## config.mk

```make
export PLATFORM = sky130hd
export DESIGN_NAME = bw_bus_arbiter
export DESIGN_NICKNAME = d
export VERILOG_FILES = /design/src/rtl/arb_pkg.sv /design/src/rtl/arb_burst_ctrl.sv /design/src/rtl/arb_slot_path.sv /design/src/rtl/bw_bus_arbiter.sv
export SDC_FILE = /design/constraint.sdc
export NUM_CORES = 1
export LEC_CHECK = 0
export BUFFER_PORTS_ARGS = -buffer_cell sky130_fd_sc_hd__buf_2
export CAP_MARGIN = 5
export CORE_ASPECT_RATIO = 0.7
export CORE_UTILIZATION = 54
export DETAILED_ROUTE_END_ITERATION = 16
export PLACE_DENSITY = 0.75
export SKIP_CTS_REPAIR_TIMING = 1
export SYNTH_ARGS = -nofsm -noshare
export SYNTH_HDL_FRONTEND = slang
export SYNTH_HIERARCHICAL = 1
export SYNTH_SLANG_ARGS = --single-unit
```

## constraint.sdc

```tcl
create_clock -name clk -period 2.2 [get_ports clk]
set_clock_uncertainty 0.05 [all_clocks]
set_input_delay 0.33 -clock clk [delete_from_list [all_inputs] [get_ports clk]]
set_output_delay 0.33 -clock clk [all_outputs]
set_load 0.01 [all_outputs]
```

## src/rtl/arb_pkg.sv

```systemverilog
package arb_pkg;

  // Strobes from the burst control to the slot datapath.
  typedef struct packed {
    logic arbitrate;  // decide a new slot at this edge
    logic beatTick;   // current grant continues through this edge
  } arb_strobe_t;

endpackage

```

## src/rtl/arb_burst_ctrl.sv

```systemverilog
module arb_burst_ctrl
  import arb_pkg::*;
#(
  parameter int MAX_BEATS = 8
) (
  input  logic        clk,
  input  logic        rstN,
  input  logic        grantAny,
  input  logic        burstDone,
  output arb_strobe_t strobe
);

  localparam int BW = $clog2(MAX_BEATS + 1);

  logic [BW-1:0] beatCnt;
  logic          lastBeat;
  logic          burstEnd;

  assign lastBeat = (beatCnt == BW'(MAX_BEATS - 1));
  assign burstEnd = grantAny && (burstDone || lastBeat);

  always_comb begin
    strobe.arbitrate = !grantAny || burstEnd;
    strobe.beatTick  = grantAny && !burstEnd;
  end

  always_ff @(posedge clk) begin
    if (!rstN) begin
      beatCnt <= '0;
    end else if (strobe.arbitrate) begin
      beatCnt <= '0;
    end else begin
      beatCnt <= beatCnt + 1'b1;
    end
  end

  // a burstDone during a grant always reopens arbitration
  assert_done_reopens_R5: assert property (@(posedge clk) disable iff (!rstN)
    (grantAny && burstDone) |-> strobe.arbitrate);

endmodule

```

## src/rtl/arb_slot_path.sv

```systemverilog
module arb_slot_path
  import arb_pkg::*;
#(
  parameter int N_PERIPH  = 4,
  parameter int TABLE_LEN = 16,
  parameter int NUM_MODES = 2,
  parameter int MAX_BEATS = 8
) (
  input  logic                         clk,
  input  logic                         rstN,
  input  arb_strobe_t                  strobe,
  input  logic [N_PERIPH-1:0]          reqPeriph,
  input  logic                         reqCpu,
  input  logic                         tblWrEn,
  input  logic [$clog2(NUM_MODES)-1:0] tblWrMode,
  input  logic [$clog2(TABLE_LEN)-1:0] tblWrSlot,
  input  logic [$clog2(N_PERIPH)-1:0]  tblWrOwner,
  input  logic                         modeWrEn,
  input  logic [$clog2(NUM_MODES)-1:0] modeWrVal,
  output logic [N_PERIPH-1:0]          grantPeriph,
  output logic                         grantCpu,
  output logic                         grantAny
);

  localparam int OW        = $clog2(N_PERIPH);
  localparam int SW        = $clog2(TABLE_LEN);
  localparam int MW        = $clog2(NUM_MODES);
  localparam int WAIT_MAX  = TABLE_LEN * MAX_BEATS;
  localparam int WW        = $clog2(WAIT_MAX + 2);
  localparam int HW        = $clog2(MAX_BEATS + 1);

  logic [OW-1:0] slotTbl [NUM_MODES][TABLE_LEN];
  logic [SW-1:0] slotPtr;
  logic [MW-1:0] modeReg;
  logic [OW-1:0] owner;
  logic          ownerReq;
  logic [SW-1:0] slotNext;

  assign owner    = slotTbl[modeReg][slotPtr];
  assign ownerReq = reqPeriph[owner];
  assign slotNext = (slotPtr == SW'(TABLE_LEN - 1)) ? '0 : slotPtr + 1'b1;
  assign grantAny = (|grantPeriph) || grantCpu;

  // Slot tables and mode register
  always_ff @(posedge clk) begin
    if (!rstN) begin
      for (int m = 0; m < NUM_MODES; m++) begin
        for (int s = 0; s < TABLE_LEN; s++) begin
          slotTbl[m][s] <= OW'(s % N_PERIPH);
        end
      end
      modeReg <= '0;
    end else begin
      if (tblWrEn) slotTbl[tblWrMode][tblWrSlot] <= tblWrOwner;
      if (modeWrEn) modeReg <= modeWrVal;
    end
  end

  // Slot pointer and grant registers
  always_ff @(posedge clk) begin
    if (!rstN) begin
      slotPtr     <= '0;
      grantPeriph <= '0;
      grantCpu    <= 1'b0;
    end else if (strobe.arbitrate) begin
      slotPtr <= slotNext;
      if (ownerReq) begin
        grantPeriph <= N_PERIPH'(1) << owner;
        grantCpu    <= 1'b0;
      end else begin
        grantPeriph <= '0;
        grantCpu    <= reqCpu;
      end
    end
  end

  // ---------------- checks next to the logic ----------------
  logic [N_PERIPH-1:0] present;
  always_comb begin
    present = '0;
    for (int s = 0; s < TABLE_LEN; s++) begin
      present[slotTbl[modeReg][s]] = 1'b1;
    end
  end

  logic [HW-1:0] holdCnt;
  always_ff @(posedge clk) begin
    if (!rstN || strobe.arbitrate) holdCnt <= '0;
    else if (strobe.beatTick)      holdCnt <= holdCnt + 1'b1;
  end

  generate
    for (genvar i = 0; i < N_PERIPH; i++) begin : g_wait
      logic [WW-1:0] waitCnt;
      always_ff @(posedge clk) begin
        if (!rstN || tblWrEn || modeWrEn || !present[i]) waitCnt <= '0;
        else if (reqPeriph[i] && !grantPeriph[i])        waitCnt <= waitCnt + 1'b1;
        else                                             waitCnt <= '0;
      end
      assert_wait_bound_R9: assert property (@(posedge clk) disable iff (!rstN)
        waitCnt <= WW'(WAIT_MAX));
    end
  endgenerate

  assert_one_grant_R2: assert property (@(posedge clk) disable iff (!rstN)
    $onehot0({grantPeriph, grantCpu}));

  assert_owner_wins_R3: assert property (@(posedge clk) disable iff (!rstN)
    (strobe.arbitrate && ownerReq) |=> (grantPeriph[$past(owner)] && !grantCpu));

  assert_cpu_fill_R4: assert property (@(posedge clk) disable iff (!rstN)
    (strobe.arbitrate && !ownerReq && reqCpu) |=> (grantCpu && grantPeriph == '0));

  assert_hold_stable_R10: assert property (@(posedge clk) disable iff (!rstN)
    !strobe.arbitrate |=> ($stable(grantPeriph) && $stable(grantCpu)));

  assert_beat_cap_R6: assert property (@(posedge clk) disable iff (!rstN)
    holdCnt < HW'(MAX_BEATS));

endmodule

```

## src/rtl/bw_bus_arbiter.sv

```systemverilog
module bw_bus_arbiter
  import arb_pkg::*;
#(
  parameter int N_PERIPH  = 4,
  parameter int TABLE_LEN = 16,
  parameter int NUM_MODES = 2,
  parameter int MAX_BEATS = 8
) (
  input  logic                         clk,
  input  logic                         rstN,
  input  logic [N_PERIPH-1:0]          reqPeriph,
  input  logic                         reqCpu,
  input  logic                         burstDone,
  input  logic                         tblWrEn,
  input  logic [$clog2(NUM_MODES)-1:0] tblWrMode,
  input  logic [$clog2(TABLE_LEN)-1:0] tblWrSlot,
  input  logic [$clog2(N_PERIPH)-1:0]  tblWrOwner,
  input  logic                         modeWrEn,
  input  logic [$clog2(NUM_MODES)-1:0] modeWrVal,
  output logic [N_PERIPH-1:0]          grantPeriph,
  output logic                         grantCpu
);

  arb_strobe_t strobe;
  logic        grantAny;

  arb_burst_ctrl #(.MAX_BEATS(MAX_BEATS)) i_ctrl (
    .clk       (clk),
    .rstN      (rstN),
    .grantAny  (grantAny),
    .burstDone (burstDone),
    .strobe    (strobe)
  );

  arb_slot_path #(
    .N_PERIPH  (N_PERIPH),
    .TABLE_LEN (TABLE_LEN),
    .NUM_MODES (NUM_MODES),
    .MAX_BEATS (MAX_BEATS)
  ) i_path (
    .clk         (clk),
    .rstN        (rstN),
    .strobe      (strobe),
    .reqPeriph   (reqPeriph),
    .reqCpu      (reqCpu),
    .tblWrEn     (tblWrEn),
    .tblWrMode   (tblWrMode),
    .tblWrSlot   (tblWrSlot),
    .tblWrOwner  (tblWrOwner),
    .modeWrEn    (modeWrEn),
    .modeWrVal   (modeWrVal),
    .grantPeriph (grantPeriph),
    .grantCpu    (grantCpu),
    .grantAny    (grantAny)
  );

endmodule

```

==> flow_metrics.py <==
metrics = {
    "sta": {
        "rsz0062_at_grt": "yes",
        "fin_tns_setup_ns": 0,
        "max-slew-margin-rel": 0.641,
        "tightest_slew_ns": 0.538,
        "timing.final.crit_share": 0.985,
        "finalMaxSlewViolations": 0,
        "fmax_mhz": 461,
        "setup_viol": 0,
        "setup_ws_ns": 0.0327,
        "finalCriticalPeriod_ns": 2.17,
        "hold_viol_final": 0,
    },
    "finish": {
        "fill_cells": 535,
        "drive_above_1_share": 0.225,
        "layout.nets": 366,
        "regArea_um2": 2230,
        "fin_cells": 445,
        "syn2layout_area_growth_pct": 13.1,
        "diodes": 0,
        "multi_input_area_um2": 1480,
        "final_util": 0.636,
    },
    "grt": {
        "antenna_found_initial": 0,
        "grtUsageTotal": 0.256,
        "grt_pass1_wl_mm": 13.1,
        "grt_start_max_net_pins": 45,
        "overflow": 0,
        "grt_pass1_vias": 2415,
    },
    "placed_design": {
        "dp_slack_ns": -0.0380,
        "gp_congestion": 0.904,
        "hpwl_mm": 6.34,
        "io_buffers": 22,
        "dp_cells": 425,
    },
    "critical_path": {
        "r2r_cells": 6,
        "critPathRequiredTime_ns": 2.39,
        "cp.arrival_ns": 2.36,
        "r2r-end": "i_path/grantPeriph[1]",
        "crit_fanout": 6,
        "endpoint": "i_path/grantPeriph[1]",
        "crit_type": "register to register",
        "startpoint_type": "register",
        "r2r_setup_slack_ns": 0.03,
        "critPathCaptureType": "register",
    },
    "clock_network": {
        "clk_pin_slew_ns": 0.07,
        "h-tree-depth": 3,
        "cts_root_buffer": "clkbuf_8",
        "cts_made_buffers": 9,
        "cts_tree": "done",
        "cts_sinks": 79,
        "cts_max_path_buffers": 2,
        "worstSkewPairLatency_ns": 0.35,
    },
    "synth": {
        "syn-instance-count": 312,
        "ys_ff_latch": 79,
        "synth_edf_count": 64,
        "synth_warnings": 6,
        "synth_cell_types": 46,
        "syn_area_um2": 3820,
        "ys_seq_area_frac": 0.582,
        "synth_ff_type": "edfxtp_1",
        "synth_fp_nets": 332,
        "syn_avg_cell_area_um2": 12.2,
        "synthArstFlopShare": 0,
    },
    "floorplan": {
        "start_util": 0.563,
        "dieArea_um2": 7420,
        "ioPinCount": 23,
        "die_h_um": 72.4,
        "die_w_um": 103,
        "core_area_um2": 6790,
        "rows": 25,
    },
    "power_and_ir_drop": {
        "p_clk_frac": 0.289,
        "combPwrFrac": 0.210,
        "p_sw_frac": 0.285,
        "finalPower_mw": 3.71,
        "ir_drop_mv": 0.592,
        "pwr-share-seq": 0.501,
        "p_switching_mw": 1.06,
        "p_per_area_nw_per_um2": 858,
        "p_int_mw": 2.65,
        "cellLeakagePower_nw": 1.56,
    },
    "outcome": {
        "status": "finished, final reports clean",
    },
    "route": {
        "drt_drc_violations_left": 0,
        "finalWirelength_mm": 8.81,
        "viasPerCell": 6.00,
        "route.vias.total": 2668,
        "drt-wirelength-per-cell_um": 19.8,
        "postRouteAntennaNets": 0,
        "drtIter0Drc": 339,
        "dr.pass1.iters": 5,
    },
    "min_path": {
        "min_from": "modeWrVal",
        "worstHoldPathType": "input pin to register",
    },
    "flow_run": {
        "maxCapViolCount": 0,
    },
}
==> worst min-delay path by stage <==
stage	to	slack (ns)	cells after the start
after floorplan	i_ctrl/beatCnt[0]	0.37	1
after global placement	i_ctrl/beatCnt[0]	0.38	1
after detailed placement	i_ctrl/beatCnt[0]	0.39	1
after CTS	i_path/modeReg	0.21	3
after global routing	i_path/modeReg	0.22	3
final	register	0.23	3
==> routing by layer <==
layer,up-vias,part of all wire,global-route usage
met2,133,0.43,0.339
met3,11,0.097,0.0934
met1,1299,0.46,0.386
met5,-,0,0
li1,1225,-,-
met4,0,0.011,0.0857
==> logic make-up after synthesis <==
kind of cell               after synthesis  synth area share
xor gates and xnor gates                 3           0.00688
buffers and inverters                   23            0.0259
and+or+nand+nor                        140             0.191
muxes                                   28             0.130
AOI/OAI and AO/OA                       37            0.0589
adders and majority gates                2           0.00655
DFF                                     79             0.582
==> synthesized netlist by cell type (4+ instances only) <==
library cell	n	area, um2
a21oi_1	8	40.0
and2_1	7	43.8
and3_1	15	93.8
buf_2	4	20.0
clkbuf_1	11	41.3
dfxtp_1	15	300
edfxtp_1	64	1920
inv_1	5	18.8
mux2i_1	9	90.1
mux4_1	6	158
mux4_2	8	180
nand2_1	37	139
nand2b_1	5	31.3
nand3_1	15	75.1
nor2_1	21	78.8
nor2b_1	10	62.6
o21ai_1	17	85.1
or2_1	8	50.1
or3_1	8	50.1
==> layout by cell type, fill, tap and decap left out, types with 3 or more instances in the layout <==
master / instances
a21boi_1: 3
a21oi_1: 8
and2_1: 7
and3_1: 15
buf_2: 22
buf_4: 16
clkbuf_8: 9
dfxtp_1: 13
edfxtp_1: 64
inv_1: 5
mux2_2: 3
mux2i_1: 9
mux4_2: 13
nand2_1: 37
nand2b_1: 5
nand3_1: 15
nand4_1: 3
nor2_1: 21
nor2b_1: 10
o21ai_1: 17
or2_1: 8
or3_1: 8
==> power by group through the flow <==
stage / sequential, mW / combinational, mW / clock (mW)
2_1_floorplan: 1.82 / 0.565 / 0
3_3_place_gp: 1.88 / 0.719 / 0
3_5_place_dp: 1.88 / 0.736 / 0
4_1_cts: 1.85 / 0.740 / 1.09
5_1_grt: 1.87 / 0.847 / 1.14
6_report: 1.86 / 0.777 / 1.07
==> critical path, cell delays in order, from the launching register on <==
cell       delay (ns)
dfxtp_4          0.38
clkbuf_16        0.15
mux4_2           0.49
mux4_2           0.50
mux2i_4          0.20
o32ai_1          0.12
and2_1           0.17
==> through the flow <==
| stage | cell area, um2 | hold slack [ns] |
|---|---|---|
| global route | 4320 | 0.217 |
| detailed placement | 4090 | 0.393 |
| CTS | 4290 | 0.208 |
| global placement | 4090 | 0.382 |
| finish | 4320 | 0.226 |
| floorplan | 3820 | 0.368 |
==> final cells by class <==
| type | instances | share of cell area |
|---|---|---|
| clock buffer | 10 | 0.0295 |
| inverter | 6 | 0.00521 |
| tap | 94 | 0.0272 |
| clock inverter | 6 | 0.0159 |
| sequential | 79 | 0.515 |
| multi-input combinational | 210 | 0.343 |
| timing repair buffer | 40 | 0.0637 |
==> state kept, by name, summed over array words and instances, names as in the netlist, named ones only <==
register / count
i_path/slotPtr: 4
i_path/grantCpu: 1
i_ctrl/beatCnt: 4
i_path/modeReg: 1
i_path/grantPeriph: 4
i_path/slotTbl: 64
Power figures use the tool's default switching activity.
